--- config.mk ---
export PLATFORM = sky130hd
export DESIGN_NAME = sec_watchdog
export DESIGN_NICKNAME = d
export VERILOG_FILES = /design/src/rtl/wdt_pkg.sv /design/src/rtl/wdt_prescaler.sv /design/src/rtl/wdt_countdown.sv /design/src/rtl/wdt_pulse.sv /design/src/rtl/sec_watchdog.sv
export SDC_FILE = /design/constraint.sdc
export NUM_CORES = 1
export LEC_CHECK = 0
export ABC_CLOCK_PERIOD_IN_PS = 4100
export BUFFER_PORTS_ARGS = -buffer_cell sky130_fd_sc_hd__buf_2
export CAP_MARGIN = 30
export CORE_ASPECT_RATIO = 0.6
export CORE_UTILIZATION = 64
export CTS_CLUSTER_SIZE = 14
export DETAILED_ROUTE_END_ITERATION = 10
export PLACE_DENSITY = 0.82
export SYNTH_ARGS = -nofsm -noshare
export SYNTH_HDL_FRONTEND = slang
export SYNTH_SLANG_ARGS = --single-unit
--- constraint.sdc ---
create_clock -name clk -period 4.1 [get_ports clk]
set_input_delay 0.205 -clock clk [delete_from_list [all_inputs] [get_ports clk]]
set_output_delay 0.205 -clock clk [all_outputs]
set_load 0.02 [all_outputs]
--- src/rtl/wdt_pkg.sv ---
package wdt_pkg;
  localparam int unsigned REG_W = 8;

  typedef enum logic [1:0] {
    SEL_COUNT = 2'd0,
    SEL_CTRL  = 2'd1,
    SEL_TRIG  = 2'd2,
    SEL_NONE  = 2'd3
  } wdt_sel_e;

  localparam int unsigned CTRL_KBRST_BIT = 1;
  localparam int unsigned TRIG_STAT_BIT  = 4;
  localparam int unsigned TRIG_MOUSE_BIT = 6;
  localparam int unsigned TRIG_KBD_BIT   = 7;
endpackage

--- src/rtl/wdt_prescaler.sv ---
module wdt_prescaler #(
  parameter int unsigned TICK_CYCLES = 100
) (
  input  logic clk,
  input  logic rst_n,
  input  logic restart,
  output logic tick
);
  localparam int unsigned PW = (TICK_CYCLES < 2) ? 1 : $clog2(TICK_CYCLES);

  logic [PW-1:0] div_q;

  assign tick = (div_q == PW'(TICK_CYCLES - 1));

  always_ff @(posedge clk or negedge rst_n) begin
    if (!rst_n)              div_q <= '0;
    else if (restart || tick) div_q <= '0;
    else                     div_q <= div_q + 1'b1;
  end
endmodule

--- src/rtl/wdt_countdown.sv ---
module wdt_countdown import wdt_pkg::*; (
  input  logic             clk,
  input  logic             rst_n,
  input  logic             load,
  input  logic [REG_W-1:0] load_val,
  input  logic             reload,
  input  logic             tick,
  output logic [REG_W-1:0] count,
  output logic             expire
);
  logic [REG_W-1:0] count_q;
  logic [REG_W-1:0] keep_q;

  assign count  = count_q;
  assign expire = tick && !load && !reload && (count_q == REG_W'(1));

  always_ff @(posedge clk or negedge rst_n) begin
    if (!rst_n) begin
      count_q <= '0;
      keep_q  <= '0;
    end else if (load) begin
      count_q <= load_val;
      if (load_val != '0) keep_q <= load_val;
    end else if (reload) begin
      count_q <= keep_q;
    end else if (tick && count_q != '0) begin
      count_q <= count_q - 1'b1;
    end
  end
endmodule

--- src/rtl/wdt_pulse.sv ---
module wdt_pulse #(
  parameter int unsigned PULSE_CYCLES = 16
) (
  input  logic clk,
  input  logic rst_n,
  input  logic fire,
  output logic active
);
  localparam int unsigned CW = $clog2(PULSE_CYCLES + 1);

  logic [CW-1:0] left_q;

  assign active = (left_q != '0);

  always_ff @(posedge clk or negedge rst_n) begin
    if (!rst_n)      left_q <= '0;
    else if (fire)   left_q <= CW'(PULSE_CYCLES);
    else if (active) left_q <= left_q - 1'b1;
  end
endmodule

--- src/rtl/sec_watchdog.sv ---
module sec_watchdog import wdt_pkg::*; #(
  parameter int unsigned CLK_HZ       = 100_000_000,
  parameter int unsigned PULSE_CYCLES = 16
) (
  input  logic             clk,
  input  logic             rst_n,
  input  logic             reg_wr,
  input  logic [1:0]       reg_sel,
  input  logic [REG_W-1:0] reg_wdata,
  output logic [REG_W-1:0] reg_rdata,
  input  logic             kbd_evt,
  input  logic             mouse_evt,
  output logic             wdt_out_n,
  output logic             kbrst_n
);
  logic [REG_W-1:0] ctrl_q;
  logic             kbd_en_q, mouse_en_q, status_q;
  logic [REG_W-1:0] count_q;
  logic             tm_wr, reload_fire, tick, expire, pulse_on;

  assign tm_wr       = reg_wr && (reg_sel == SEL_COUNT);
  assign reload_fire = !tm_wr && (count_q != '0) &&
                       ((kbd_evt && kbd_en_q) || (mouse_evt && mouse_en_q));

  wdt_prescaler #(.TICK_CYCLES(CLK_HZ)) u_pre (
    .clk(clk), .rst_n(rst_n), .restart(tm_wr || reload_fire), .tick(tick)
  );

  wdt_countdown u_cnt (
    .clk(clk), .rst_n(rst_n), .load(tm_wr), .load_val(reg_wdata),
    .reload(reload_fire), .tick(tick), .count(count_q), .expire(expire)
  );

  wdt_pulse #(.PULSE_CYCLES(PULSE_CYCLES)) u_pulse (
    .clk(clk), .rst_n(rst_n), .fire(expire), .active(pulse_on)
  );

  always_ff @(posedge clk or negedge rst_n) begin
    if (!rst_n) begin
      ctrl_q     <= '0;
      kbd_en_q   <= 1'b0;
      mouse_en_q <= 1'b0;
      status_q   <= 1'b0;
    end else begin
      if (reg_wr && reg_sel == SEL_CTRL) ctrl_q <= reg_wdata;
      if (reg_wr && reg_sel == SEL_TRIG) begin
        kbd_en_q   <= reg_wdata[TRIG_KBD_BIT];
        mouse_en_q <= reg_wdata[TRIG_MOUSE_BIT];
      end
      if (expire)
        status_q <= 1'b1;
      else if (reg_wr && reg_sel == SEL_TRIG)
        status_q <= status_q & reg_wdata[TRIG_STAT_BIT];
    end
  end

  always_comb begin
    reg_rdata = '0;
    unique case (reg_sel)
      SEL_COUNT: reg_rdata = count_q;
      SEL_CTRL:  reg_rdata = ctrl_q;
      SEL_TRIG: begin
        reg_rdata[TRIG_KBD_BIT]   = kbd_en_q;
        reg_rdata[TRIG_MOUSE_BIT] = mouse_en_q;
        reg_rdata[TRIG_STAT_BIT]  = status_q;
      end
      default:   reg_rdata = '0;
    endcase
  end

  assign wdt_out_n = !pulse_on;
  assign kbrst_n   = !(pulse_on && ctrl_q[CTRL_KBRST_BIT]);
endmodule

==> results.rst, run 1 <==
.. list-table::
   :header-rows: 1

   * - Metric
     - Value
   * - Outcome
     - completed
   * - Start-to-end type of the worst setup path
     - flop to flop
   * - Die H
     - roughly 56 um
   * - Remaining number of nets flagged by the antenna check after routing
     - 0
   * - Number of hold violations in the final report
     - 0
   * - Number of top-level design ports
     - 25
   * - Final Wtd Congestion
     - 0.848
   * - Count of buffers added by post-CTS timing repair for setup
     - 0
   * - Maximum fanout along the worst path
     - 25
   * - Final HPWL from detailed placement
     - about 4.6 mm
   * - Cell area reported after detailed placement
     - about 3200 um^2
   * - Number of max-cap violations
     - 0
   * - Maximum clock rate
     - around 330 MHz
   * - H-tree level count
     - 3
   * - CP required
     - 4.35 ns
   * - Mapped cell area
     - 3070 um^2
   * - Mean routed wirelength per cell
     - between 15 and 20 um
   * - Proportion of layout cells with a drive suffix above 1
     - around 18%
   * - Average cell area after synthesis
     - about 10 um^2
   * - Quantity of gates resized following cts
     - 0
   * - Final period utilization
     - 74.0%
   * - Effective utilization at floorplan
     - around two thirds
   * - Startpoint types
     - flop
   * - Final nets
     - 349
   * - Total wire length
     - around 6.5 mm
   * - Clock transition at path regs
     - approximately 0.060 ns
   * - ANT cells
     - 0
   * - Root buffer selected by CTS
     - sky130_fd_sc_hd__clkbuf_8
   * - Width of the chip
     - around 91 um
   * - Data arrival time at the worst-slack endpoint
     - 3.28 ns
   * - Mean number of vias per cell
     - just over 6
   * - Global-route wire length before repair
     - between 10 and 15 mm
   * - Final critical-path setup slack
     - around 1.1 ns
   * - DR pass1 iterations
     - 5
   * - Most used routing layer
     - met1
   * - Worst-case clock buffer depth
     - 2
   * - Most common flop cell mapped by yosys
     - sky130_fd_sc_hd__dfrtp_1
   * - Pre-CTS setup slack
     - 1.29 ns
   * - Post-synth EDFFs
     - 0
   * - Synthesis warning total
     - 0
   * - Number of port buffers
     - 24
   * - Met2 usage
     - 40.8%
   * - Maximum resistive drop on vdd
     - ~330 uV
   * - Worst Skew
     - 0.00542 ns
   * - Aggregate global routing overflow
     - 0
   * - CTS Hold Bufs
     - 0
   * - Synthesized instance count
     - a little over 300
   * - Vias
     - around 2.4k
   * - R2R setup slack
     - ~1.1 ns
   * - Grt met3 use
     - 8.88%
   * - Setup Total Neg Slack
     - 0 ns
   * - Clock tree from TritonCTS
     - done
   * - Met1 global-route usage
     - 43.2%
   * - Count of unique library cells instantiated by Yosys
     - 46
   * - Flip-flop and latch count after synthesis
     - between 50 and 60
   * - Number of rows created at floorplan
     - 19
   * - Initial antenna violation count
     - 0
   * - Final count of pins violating max slew
     - 0
   * - Critical Path End Type
     - flop
   * - Setup-failing EPs final
     - 0
   * - RSZ-0062 raised after global routing
     - no
   * - Maximum number of pins on one net before global-route repair
     - 60
   * - Path class of the lowest-slack min-delay path
     - input port to asynchronous set/reset pin
   * - Iteration-0 DRC Markers
     - 177
   * - Static leakage
     - between 1.5 and 2 nW
   * - Via count of the first global-routing pass
     - 2,286
   * - Worst slew margin relative to its limit
     - between 30% and 40%
   * - Post-Syn Nets
     - 325
   * - Crit path time final
     - around 3.0 ns
   * - CTS Buf Count
     - 9
   * - Fill cell count
     - ~320
   * - Area growth from synthesis to layout
     - 11.1%
   * - Areal power density over the cells
     - 463 nW/um^2
   * - CTS Sinks
     - 59
   * - FFs w/ async S/R, synth
     - 100%
   * - Final Cell Area
     - around 3400 um^2
   * - Clock latency at the later pin of the worst-skew pair
     - around 0.34 ns
   * - Sequential cell area fraction in the yosys report
     - slightly below 50%
   * - Floorplan Core Area
     - ~4600 um^2
   * - Remaining design rule violation count
     - 0
   * - Die area
     - ~5000 um^2
   * - Overall routing resource usage
     - between 20% and 30%
   * - Transition time at the pin with the least slew margin
     - between 0.9 and 1 ns
[power by group]
group / leakage [nW] / switching [mW] / internal [mW] / total (mW)
Clock: 0.0953 / 0.216 / 0.264 / 0.480
Sequential: 0.767 / 0.0970 / 0.659 / 0.756
Combinational: 0.709 / 0.186 / 0.160 / 0.346
Total: 1.57 / 0.499 / 1.08 / 1.58
[cells in the mapped netlist (all sizes together) (2+ instances only)]
library cell	number	area, um^2
mux2	14	161
ha	4	50.1
dfrtp	59	1480
a31oi	3	33.8
buf	3	13.8
or3b	3	26.3
nor2	45	169
clkbuf	10	37.5
and4	5	43.8
mux2i	11	110
and3	7	43.8
a21oi	3	15.0
nand3	12	60.1
o22ai	4	31.3
xnor2	16	140
nor2b	2	12.5
nand2	30	113
nand4	8	50.1
o221ai	2	17.5
nor3b	3	22.5
nor4b	2	17.5
nor4	4	31.3
o21ai	6	30.0
a22oi	2	15.0
or4	4	30.0
nor3	5	25.0
inv	7	26.3
xor2	16	140
a22o	6	52.6
[metal layers]
metal  routed length, um  up-vias
li1                    -     1119
met1                3220     1183
met2                2760       95
met3                 453       10
met4                  85        0
met5                   0        -
[worst max-delay path, cell delays in order, from the launching register on]
cell and delay [ns]:
sky130_fd_sc_hd__dfrtp_1 0.45, sky130_fd_sc_hd__nor4_1 0.70, sky130_fd_sc_hd__nand2_1 0.37, sky130_fd_sc_hd__a21oi_1 0.51, sky130_fd_sc_hd__nand2b_1 0.63, sky130_fd_sc_hd__nor2_1 0.27
[sequential cells by signal, summed over array words and instances (netlist names)]
register        flops
status_q            1
u_pre.div_q        27
u_pulse.left_q      5
ctrl_q              8
kbd_en_q            1
mouse_en_q          1
u_cnt.keep_q        8
u_cnt.count         8
[final cells by class]
cell class	count	area [um^2]	share of cell area (%)
multi-input combinational	227	1520	44.5
clock buffer	13	169	4.95
inverter	7	26.3	0.770
tap	63	78.8	2.31
sequential	59	1480	43.2
timing repair buffer	26	135	3.96
clock inverter	2	10.0	0.293
[cells by family (layout without fill, tap and decap cells)]
logic type	Yosys count	in the layout	share of synthesized area, %
muxes	25	25	8.84
buffers and inverters	20	48	2.52
and+or+nand+nor	134	134	21.8
AOI/OAI and AO/OA	32	32	8.02
adders and majority gates	4	4	1.63
xor gates and xnor gates	32	32	9.12
DFF	59	59	48.0
[path summary, 6_finish.rpt]
kind	startpoint	depth (start not counted)	end
min in group clk	reg_wdata[0]	2	ctrl_q[0]
hold / removal	rst_n	2	ctrl_q[7]
max in group asynchronous	rst_n	2	ctrl_q[2]
setup reg to reg	u_cnt.count[2]	5	u_pre.div_q[16]
hold reg to reg	u_pre.div_q[0]	1	u_pre.div_q[0]
setup / recovery	u_cnt.count[2]	5	u_pre.div_q[16]
[cell usage in the layout (no fill, tap or decap), drive strengths merged]
cell and count:
dfrtp 59, a211o 1, a31oi 3, or4 4, o221a 1, and3 7, and2 1, inv 7
buf 26, xor2 16, or2 1, o21a 1, nor2b 2, nor4b 2, and4 5, o221ai 2
nand2 30, nor3 5, mux2i 11, a22oi 2, o21ai 6, o22ai 4, clkinv 2, nor4 4
nand3b 1, a21oi 3, mux2 14, nand2b 1, a21o 1, xnor2 16, a22o 6, o211ai 1
or3b 3, nand3 12, ha 4, nor2 45, clkbuf 13, nor3b 3, a2bb2oi 1, nand4 8
[stage by stage]
step | hold WS, ns | instances | power, mW | utilization [%]
global placement | 0.392 | 382 | 1.09 | 70.5
floorplan | -0.0906 | 306 | 0.995 | -
CTS | 0.0370 | 397 | 1.59 | 74.4
detailed placement | 0.395 | 382 | 1.10 | 70.5
global route | 0.0491 | 397 | 1.66 | 74.4
finish | 0.00946 | 397 | 1.58 | 74.4
Note: power is estimated with default switching activity, not from simulation.
==> run 2: changes to the inputs <==
- ABC_CLOCK_PERIOD_IN_PS: 4100 -> 3200
- CORE_UTILIZATION: 64 -> 59
- PLACE_DENSITY: 0.82 -> 0.77
- clock period: 4.1 -> 3.2 ns (I/O delays scaled with it)
==> run 2 against run 1 <==
Effect of this change: utilization decreased by 1.3 points; sequential cell count did not move; die area is 8.2% higher; critical endpoint is now status_q; non-clock buffer count up 4; critical path type unchanged.
==> results.rst, run 2 (synthesized netlist as in run 1, its figures left out) <==
.. list-table::
   :header-rows: 1

   * - Metric
     - Value
   * - Floorplan Core Area
     - 4780 um^2 (+4.1%)
   * - Maximum number of pins on one net before global-route repair
     - 29 (-52%)
   * - Remaining design rule violation count
     - 0 (unchanged)
   * - Aggregate global routing overflow
     - 0 (unchanged)
   * - Final nets
     - 353 (+1.1%)
   * - Final Wtd Congestion
     - 0.846 (-0.31%)
   * - Root buffer selected by CTS
     - sky130_fd_sc_hd__clkbuf_8
   * - Number of port buffers
     - 24 (unchanged)
   * - Static leakage
     - 1.61 nW (+2.4%)
   * - Most common library cell in the layout ignoring fill and taps
     - sky130_fd_sc_hd__dfrtp_1
   * - Setup Total Neg Slack
     - 0 ns (unchanged)
   * - Internal Dissipation
     - 1.50 mW (+38%)
   * - Critical Path End Type
     - flop
   * - Top reg by flops
     - u_pre.div_q
   * - Path class of the lowest-slack min-delay path
     - input port to flop
   * - Total wire length
     - 6.91 mm (+6.0%)
   * - CP required
     - 3.49 ns (-0.86 ns)
   * - Cell area reported after detailed placement
     - 3270 um^2 (+1.1%)
   * - Clock network fraction of design power
     - 33.7% (+3.4 points)
   * - Commonest non-fill, non-tap cells in the layout
     - 59 x sky130_fd_sc_hd__dfrtp_1, 45 x sky130_fd_sc_hd__nor2_1, 30 x sky130_fd_sc_hd__nand2_1, 24 x sky130_fd_sc_hd__buf_2
   * - Placed Cells
     - 385 (+0.79%)
   * - Combinational power share
     - 21.5% (-0.4 points)
   * - Worst path cell trace
     - nor4_1, nand2_1, a21oi_1, and3_1, or2_2
   * - Final core utilization
     - 73.1% (-1.3 points)
   * - Global-route wire length before repair
     - 11.2 mm (+0.19%)
   * - Worst Skew
     - 0.00872 ns (+0.00331 ns)
   * - ANT cells
     - 0 (unchanged)
   * - Buffers plus inverters on the worst setup path
     - 0 (unchanged)
   * - Worst-case clock buffer depth
     - 2 (unchanged)
   * - Max stage delay cell, worst path
     - sky130_fd_sc_hd__nor4_1
   * - Iteration-0 DRC Markers
     - 170 (-4.0%)
   * - Clock latency at the later pin of the worst-skew pair
     - 0.35 ns (about the same)
   * - DR pass1 iterations
     - 4 (-1)
   * - Transition time at the pin with the least slew margin
     - 0.780 ns (-0.163 ns)
   * - Number of hold violations in the final report
     - 0 (unchanged)
   * - Flip-flop count of the largest register, all copies and words added
     - 27 (unchanged)
   * - Metal1 wirelength
     - 3.45 mm (+7.1%)
   * - Start-to-end type of the worst setup path
     - flop to flop
   * - Maximum clock rate
     - 404 MHz (+23%)
   * - Maximum fanout along the worst path
     - 7 (-72%)
   * - Crit-path max cell delay
     - 0.65 ns (-0.05 ns)
   * - Clock transition at path regs
     - 0.06 ns (about the same)
   * - Net Sw Frac
     - 30.4% (-1.1 points)
   * - Setup-failing EPs final
     - 0 (unchanged)
   * - Net switching power of the design
     - 0.655 mW (+31%)
   * - Final HPWL from detailed placement
     - 4.90 mm (+7.2%)
   * - DR WL met3
     - 541 um (+19%)
   * - Final Cell Area
     - 3490 um^2 (+2.3%)
   * - Delay-heaviest family, CP
     - simple AND/OR/NAND/NOR gates
   * - Worst slew margin relative to its limit
     - 47.6% (+11 points)
   * - Maximum resistive drop on vdd
     - 487 uV (+50%)
   * - Crit path time final
     - 2.48 ns (-0.557 ns)
   * - Count of buffers added by post-CTS timing repair for setup
     - 0 (unchanged)
   * - Met2 wire length
     - 2.84 mm (+3.0%)
   * - Die H
     - 57.9 um (+4.0%)
   * - RSZ-0062 raised after global routing
     - no
   * - Highest layer used for signal routing
     - met4
   * - Initial antenna violation count
     - 0 (unchanged)
   * - Number of rows created at floorplan
     - 19 (unchanged)
   * - Width of the chip
     - 95.2 um (+4.1%)
   * - H-tree level count
     - 3 (unchanged)
   * - Startpoint types
     - flop
   * - Outcome
     - completed
   * - Number of max-cap violations
     - 0 (unchanged)
   * - CTS Buf Count
     - 9 (unchanged)
   * - Overall routing resource usage
     - 28.5% (-0.52 points)
   * - Areal power density over the cells
     - 616 nW/um^2 (+33%)
   * - Proportion of layout cells with a drive suffix above 1
     - 18.9% (+0.67 points)
   * - Data arrival time at the worst-slack endpoint
     - 2.77 ns (-0.51 ns)
   * - Mean number of vias per cell
     - 5.95 (-1.9%)
   * - Area growth from synthesis to layout
     - 13.7%
   * - Post-route worst hold slack
     - 0.0893 ns (+0.0799 ns)
   * - Vias
     - 2,385 (-0.91%)
   * - Die area
     - 5510 um^2 (+8.2%)
   * - Final count of pins violating max slew
     - 0 (unchanged)
   * - Final period utilization
     - 77.4% (+3.4 points)
   * - Fill cell count
     - 353 (+12%)
   * - Effective utilization at floorplan
     - 64.3% (-2.7 points)
   * - Clock tree from TritonCTS
     - done
   * - Mean routed wirelength per cell
     - 17.2 um (+4.9%)
   * - Sequential share of power
     - 44.8% (-3.0 points)
   * - Via count of the first global-routing pass
     - 2,225 (-2.7%)
   * - Non-Filler Instances
     - 401 (+1.0%)
   * - CTS Sinks
     - 59 (unchanged)
   * - Remaining number of nets flagged by the antenna check after routing
     - 0 (unchanged)
   * - Number of top-level design ports
     - 25 (unchanged)
## run 2: cell types whose count changed in the layout (fill, tap and decap cells not counted), sizes merged
cell / delta
dlygate4sd3: +1
clkinv: -2
buf: +3
clkbuf: +1
bufinv: +1
## run 2: area by class of cell
type | count | area (um^2) | share of cell area (%)
Clock buffer | 14 | 183 | 5.23
Multi-Input combinational cell | 227 | 1520 | 43.5
Tap cell | 63 | 78.8 | 2.26
Clock inverter | 1 | 30.0 | 0.860
Timing Repair Buffer | 30 | 180 | 5.16
Inverter | 7 | 26.3 | 0.752
Sequential cell | 59 | 1480 | 42.3
## run 2: stage by stage
stage                     power, mW  setup slack (ns)
after CTS                      2.15             0.781
after global placement         1.40             0.946
after floorplan                1.28              1.00
final                          2.15             0.724
after global routing           2.25             0.579
after detailed placement       1.42             0.836
## run 2: final timing paths
path	start	cells after the start	endpoint	slack, ns
setup reg to reg	u_cnt.count[2]	5	status_q	0.72
hold reg to reg	u_pre.div_q[0]	1	u_pre.div_q[0]	0.49
hold / removal	reg_wdata[7]	3	u_cnt.keep_q[7]	0.09
min in group asynchronous	rst_n	2	u_pre.div_q[7]	0.31
max in group asynchronous	rst_n	4	u_pulse.left_q[2]	2.14
setup / recovery	u_cnt.count[2]	5	status_q	0.72
## run 2: power by group through the flow
stage,clock network [mW],registers (mW),logic [mW]
3_3_place_gp,0,0.968,0.436
3_5_place_dp,0,0.970,0.455
5_1_grt,0.763,0.974,0.508
2_1_floorplan,0,0.936,0.339
6_report,0.725,0.964,0.462
4_1_cts,0.727,0.958,0.465
## run 2: timing repair
item | CTS | global route
gates resized for setup | 0 | 0
hold buffers | 1 | 0
endpoints found under the hold margin | 20 | 0
## run 2: worst register-to-register path, cell delays in order (launching register included)
cell                      delay (ns)
sky130_fd_sc_hd__dfrtp_1        0.45
sky130_fd_sc_hd__nor4_1         0.65
sky130_fd_sc_hd__nand2_1        0.34
sky130_fd_sc_hd__a21oi_1        0.45
sky130_fd_sc_hd__and3_1         0.37
sky130_fd_sc_hd__or2_2          0.15
## run 2: routing by layer
metal,vias up,GRT usage (%)
li1,1138,-
met1,1164,42.0
met2,74,38.4
met3,9,10.8
met4,0,9.52
met5,-,0
==> run 3: changes to the inputs <==
- ABC_CLOCK_PERIOD_IN_PS: 3200 -> 2300
- clock period: 3.2 -> 2.3 ns (I/O delays scaled with it)
==> run 3 against run 2 <==
Effect of this change: non-clock buffer count grew 10; sequential cell count is the same; critical path depth is the same; clock-buffer cell count shrank 2; final cell count grew 2.7%; critical path type unchanged; critical endpoint is now u_cnt.count[7]; utilization grew 1.6 points.
==> results.rst, run 3 (synthesized netlist as in run 1, its figures left out) <==
.. list-table::
   :header-rows: 1

   * - Metric
     - Value
   * - Outcome
     - completed
   * - Flip-flop count of the largest register, all copies and words added
     - 27 (unchanged)
   * - Final period utilization
     - 95.1% (+18 points)
   * - CTS Buf Count
     - 9 (unchanged)
   * - Maximum clock rate
     - 457 MHz (+13%)
   * - Count of buffers added by post-CTS timing repair for setup
     - 0 (unchanged)
   * - Root buffer selected by CTS
     - sky130_fd_sc_hd__clkbuf_8
   * - Final nets
     - 363 (+2.8%)
   * - Setup Total Neg Slack
     - 0 ns (unchanged)
   * - Final Wtd Congestion
     - 0.863 (+2.1%)
   * - ANT cells
     - 0 (unchanged)
   * - Final critical-path setup slack
     - 0.112 ns (-0.612 ns)
   * - Non-Filler Instances
     - 412 (+2.7%)
   * - Final HPWL from detailed placement
     - 4.98 mm (+1.6%)
   * - Pre-CTS setup slack
     - 0.117 ns (-0.718 ns)
   * - Area growth from synthesis to layout
     - 16.1%
   * - Remaining number of nets flagged by the antenna check after routing
     - 0 (unchanged)
   * - Number of cell instances on the worst register-to-register path
     - 5 (unchanged)
   * - Cell area reported after detailed placement
     - 3330 um^2 (+1.9%)
   * - Width of the chip
     - 95.2 um (unchanged)
   * - Overall routing resource usage
     - 28.7% (+0.24 points)
   * - Effective utilization at floorplan
     - 64.3% (unchanged)
   * - Startpoint types
     - flop
   * - Max stage delay cell, worst path
     - sky130_fd_sc_hd__or4_1
   * - R2R setup slack
     - 0.11 ns (-0.61 ns)
   * - Placed Cells
     - 395 (+2.6%)
   * - Initial antenna violation count
     - 0 (unchanged)
   * - Clock transition at path regs
     - 0.06 ns (about the same)
   * - Number of top-level design ports
     - 25 (unchanged)
   * - Clock latency at the later pin of the worst-skew pair
     - 0.33 ns (-0.02 ns)
   * - Fill cell count
     - 340 (-3.7%)
   * - Number of port buffers
     - 24 (unchanged)
   * - Total power draw
     - 3.04 mW (+41%)
   * - Crit-path max cell delay
     - 0.53 ns (-0.12 ns)
   * - Floorplan Core Area
     - 4780 um^2 (unchanged)
   * - Global-route wire length before repair
     - 11.6 mm (+2.9%)
   * - Capturing point of the worst reg2reg path
     - u_cnt.count[7]
   * - Worst path cell trace
     - or4_1, or4_1, or3b_1, mux2_4, a31oi_4
   * - H-tree level count
     - 3 (unchanged)
   * - Top reg by flops
     - u_pre.div_q
   * - Final core utilization
     - 74.7% (+1.6 points)
   * - Number of rows created at floorplan
     - 19 (unchanged)
   * - Start point of the critical path
     - u_cnt.count[2]
   * - Static leakage
     - 1.67 nW (+3.8%)
   * - DR pass1 iterations
     - 5 (+1)
   * - Worst Skew
     - 0.00666 ns (-0.00206 ns)
   * - Critical Path End Type
     - flop
   * - Register cell area after layout
     - 1480 um^2 (unchanged)
   * - Aggregate global routing overflow
     - 0 (unchanged)
   * - Endpoint of the most critical setup path
     - u_cnt.count[7]
   * - RSZ-0062 raised after global routing
     - no
   * - Data arrival time at the worst-slack endpoint
     - 2.44 ns (-0.33 ns)
   * - Remaining design rule violation count
     - 0 (unchanged)
   * - Die area
     - 5510 um^2 (unchanged)
   * - Final count of pins violating max slew
     - 0 (unchanged)
   * - Number of max-cap violations
     - 0 (unchanged)
   * - CTS Sinks
     - 59 (unchanged)
   * - Crit path time final
     - 2.19 ns (-0.288 ns)
   * - Multi-input gate area
     - 1530 um^2 (+0.82%)
   * - Mean number of vias per cell
     - 5.90 (-0.87%)
   * - Path class of the lowest-slack min-delay path
     - input port to flop
   * - Die H
     - 57.9 um (unchanged)
   * - Vias
     - 2,429 (+1.8%)
   * - Post-route worst hold slack
     - 0.0652 ns (-0.0241 ns)
   * - Number of hold violations in the final report
     - 0 (unchanged)
   * - Transition time at the pin with the least slew margin
     - 0.808 ns (+0.0279 ns)
   * - Maximum resistive drop on vdd
     - 556 uV (+14%)
   * - Mean routed wirelength per cell
     - 16.6 um (-3.5%)
   * - CP required
     - 2.55 ns (-0.94 ns)
   * - Maximum fanout along the worst path
     - 2 (-5)
   * - Commonest non-fill, non-tap cells in the layout
     - 59 x sky130_fd_sc_hd__dfrtp_1, 44 x sky130_fd_sc_hd__nor2_1, 30 x sky130_fd_sc_hd__nand2_1, 24 x sky130_fd_sc_hd__buf_2
   * - Cell repeated most along the worst path
     - sky130_fd_sc_hd__or4_1
   * - Most common library cell in the layout ignoring fill and taps
     - sky130_fd_sc_hd__dfrtp_1
   * - Maximum number of pins on one net before global-route repair
     - 38 (+31%)
   * - Reg-to-reg critical path startpoint
     - u_cnt.count[2]
   * - Final Cell Area
     - 3570 um^2 (+2.1%)
   * - Areal power density over the cells
     - 853 nW/um^2 (+38%)
   * - Worst slew margin relative to its limit
     - 46.1% (-1.5 points)
   * - Via count of the first global-routing pass
     - 2,278 (+2.4%)
   * - Setup-failing EPs final
     - 0 (unchanged)
   * - Proportion of layout cells with a drive suffix above 1
     - 22.3% (+3.4 points)
   * - Start-to-end type of the worst setup path
     - flop to flop
   * - Total wire length
     - 6.85 mm (-0.87%)
   * - Worst-case clock buffer depth
     - 2 (unchanged)
   * - Clock tree from TritonCTS
     - done
   * - Iteration-0 DRC Markers
     - 215 (+26%)
[run 3: changes by cell type in the layout (fill, tap and decap cells not counted), sizes merged]
cell / delta
buf: +10
clkbuf: -2
clkinv: +2
clkinvlp: +1
[run 3: worst min-delay path by stage]
stage                  from  slack (ns)  cells past startpoint              end
4_1_cts        reg_wdata[3]        0.05                      2  u_cnt.keep_q[3]
6_report       reg_wdata[6]        0.07                      3  u_cnt.keep_q[6]
3_5_place_dp          rst_n        0.24                      1        ctrl_q[7]
5_1_grt        reg_wdata[6]        0.05                      3  u_cnt.keep_q[6]
3_3_place_gp          rst_n        0.24                      1        ctrl_q[7]
2_1_floorplan         rst_n       -0.18                      0        ctrl_q[0]
[run 3: cell type report]
cell class | instances | area share, %
Clock buffer | 12 | 4.63
Tap cell | 63 | 2.21
Multi-Input combinational cell | 227 | 42.9
Sequential cell | 59 | 41.4
Timing Repair Buffer | 40 | 6.80
Clock inverter | 4 | 1.33
Inverter | 7 | 0.736
[run 3: per-layer routing]
layer / GRT usage [%] / part of all wire (%) / up-vias
li1: - / - / 1161
met1: 44.3 / 52 / 1195
met2: 39.2 / 41 / 66
met3: 8.79 / 6.1 / 7
met4: 7.14 / 0.82 / 0
met5: 0 / 0 / -
[run 3: power breakdown]
group | internal (mW) | total, mW | switching, mW | leakage (nW)
clock network | 0.585 | 0.976 | 0.391 | 0.108
registers | 1.18 | 1.29 | 0.112 | 0.767
logic | 0.362 | 0.780 | 0.418 | 0.794
total | 2.12 | 3.04 | 0.920 | 1.67
[run 3: repair_timing]
item | CTS | global route
hold endpoints to repair | 35 | 0
setup endpoints to repair | 0 | 3
gates resized for setup | 0 | 3
hold buffers | 1 | 0
[run 3: critical path: cells and delay by family, from the launching register on]
| family | cells | cell delay [ns] |
|---|---|---|
| simple gates | 3 | 1.31 |
| mux | 1 | 0.28 |
| flops | 1 | 0.37 |
| compound gates | 1 | 0.15 |
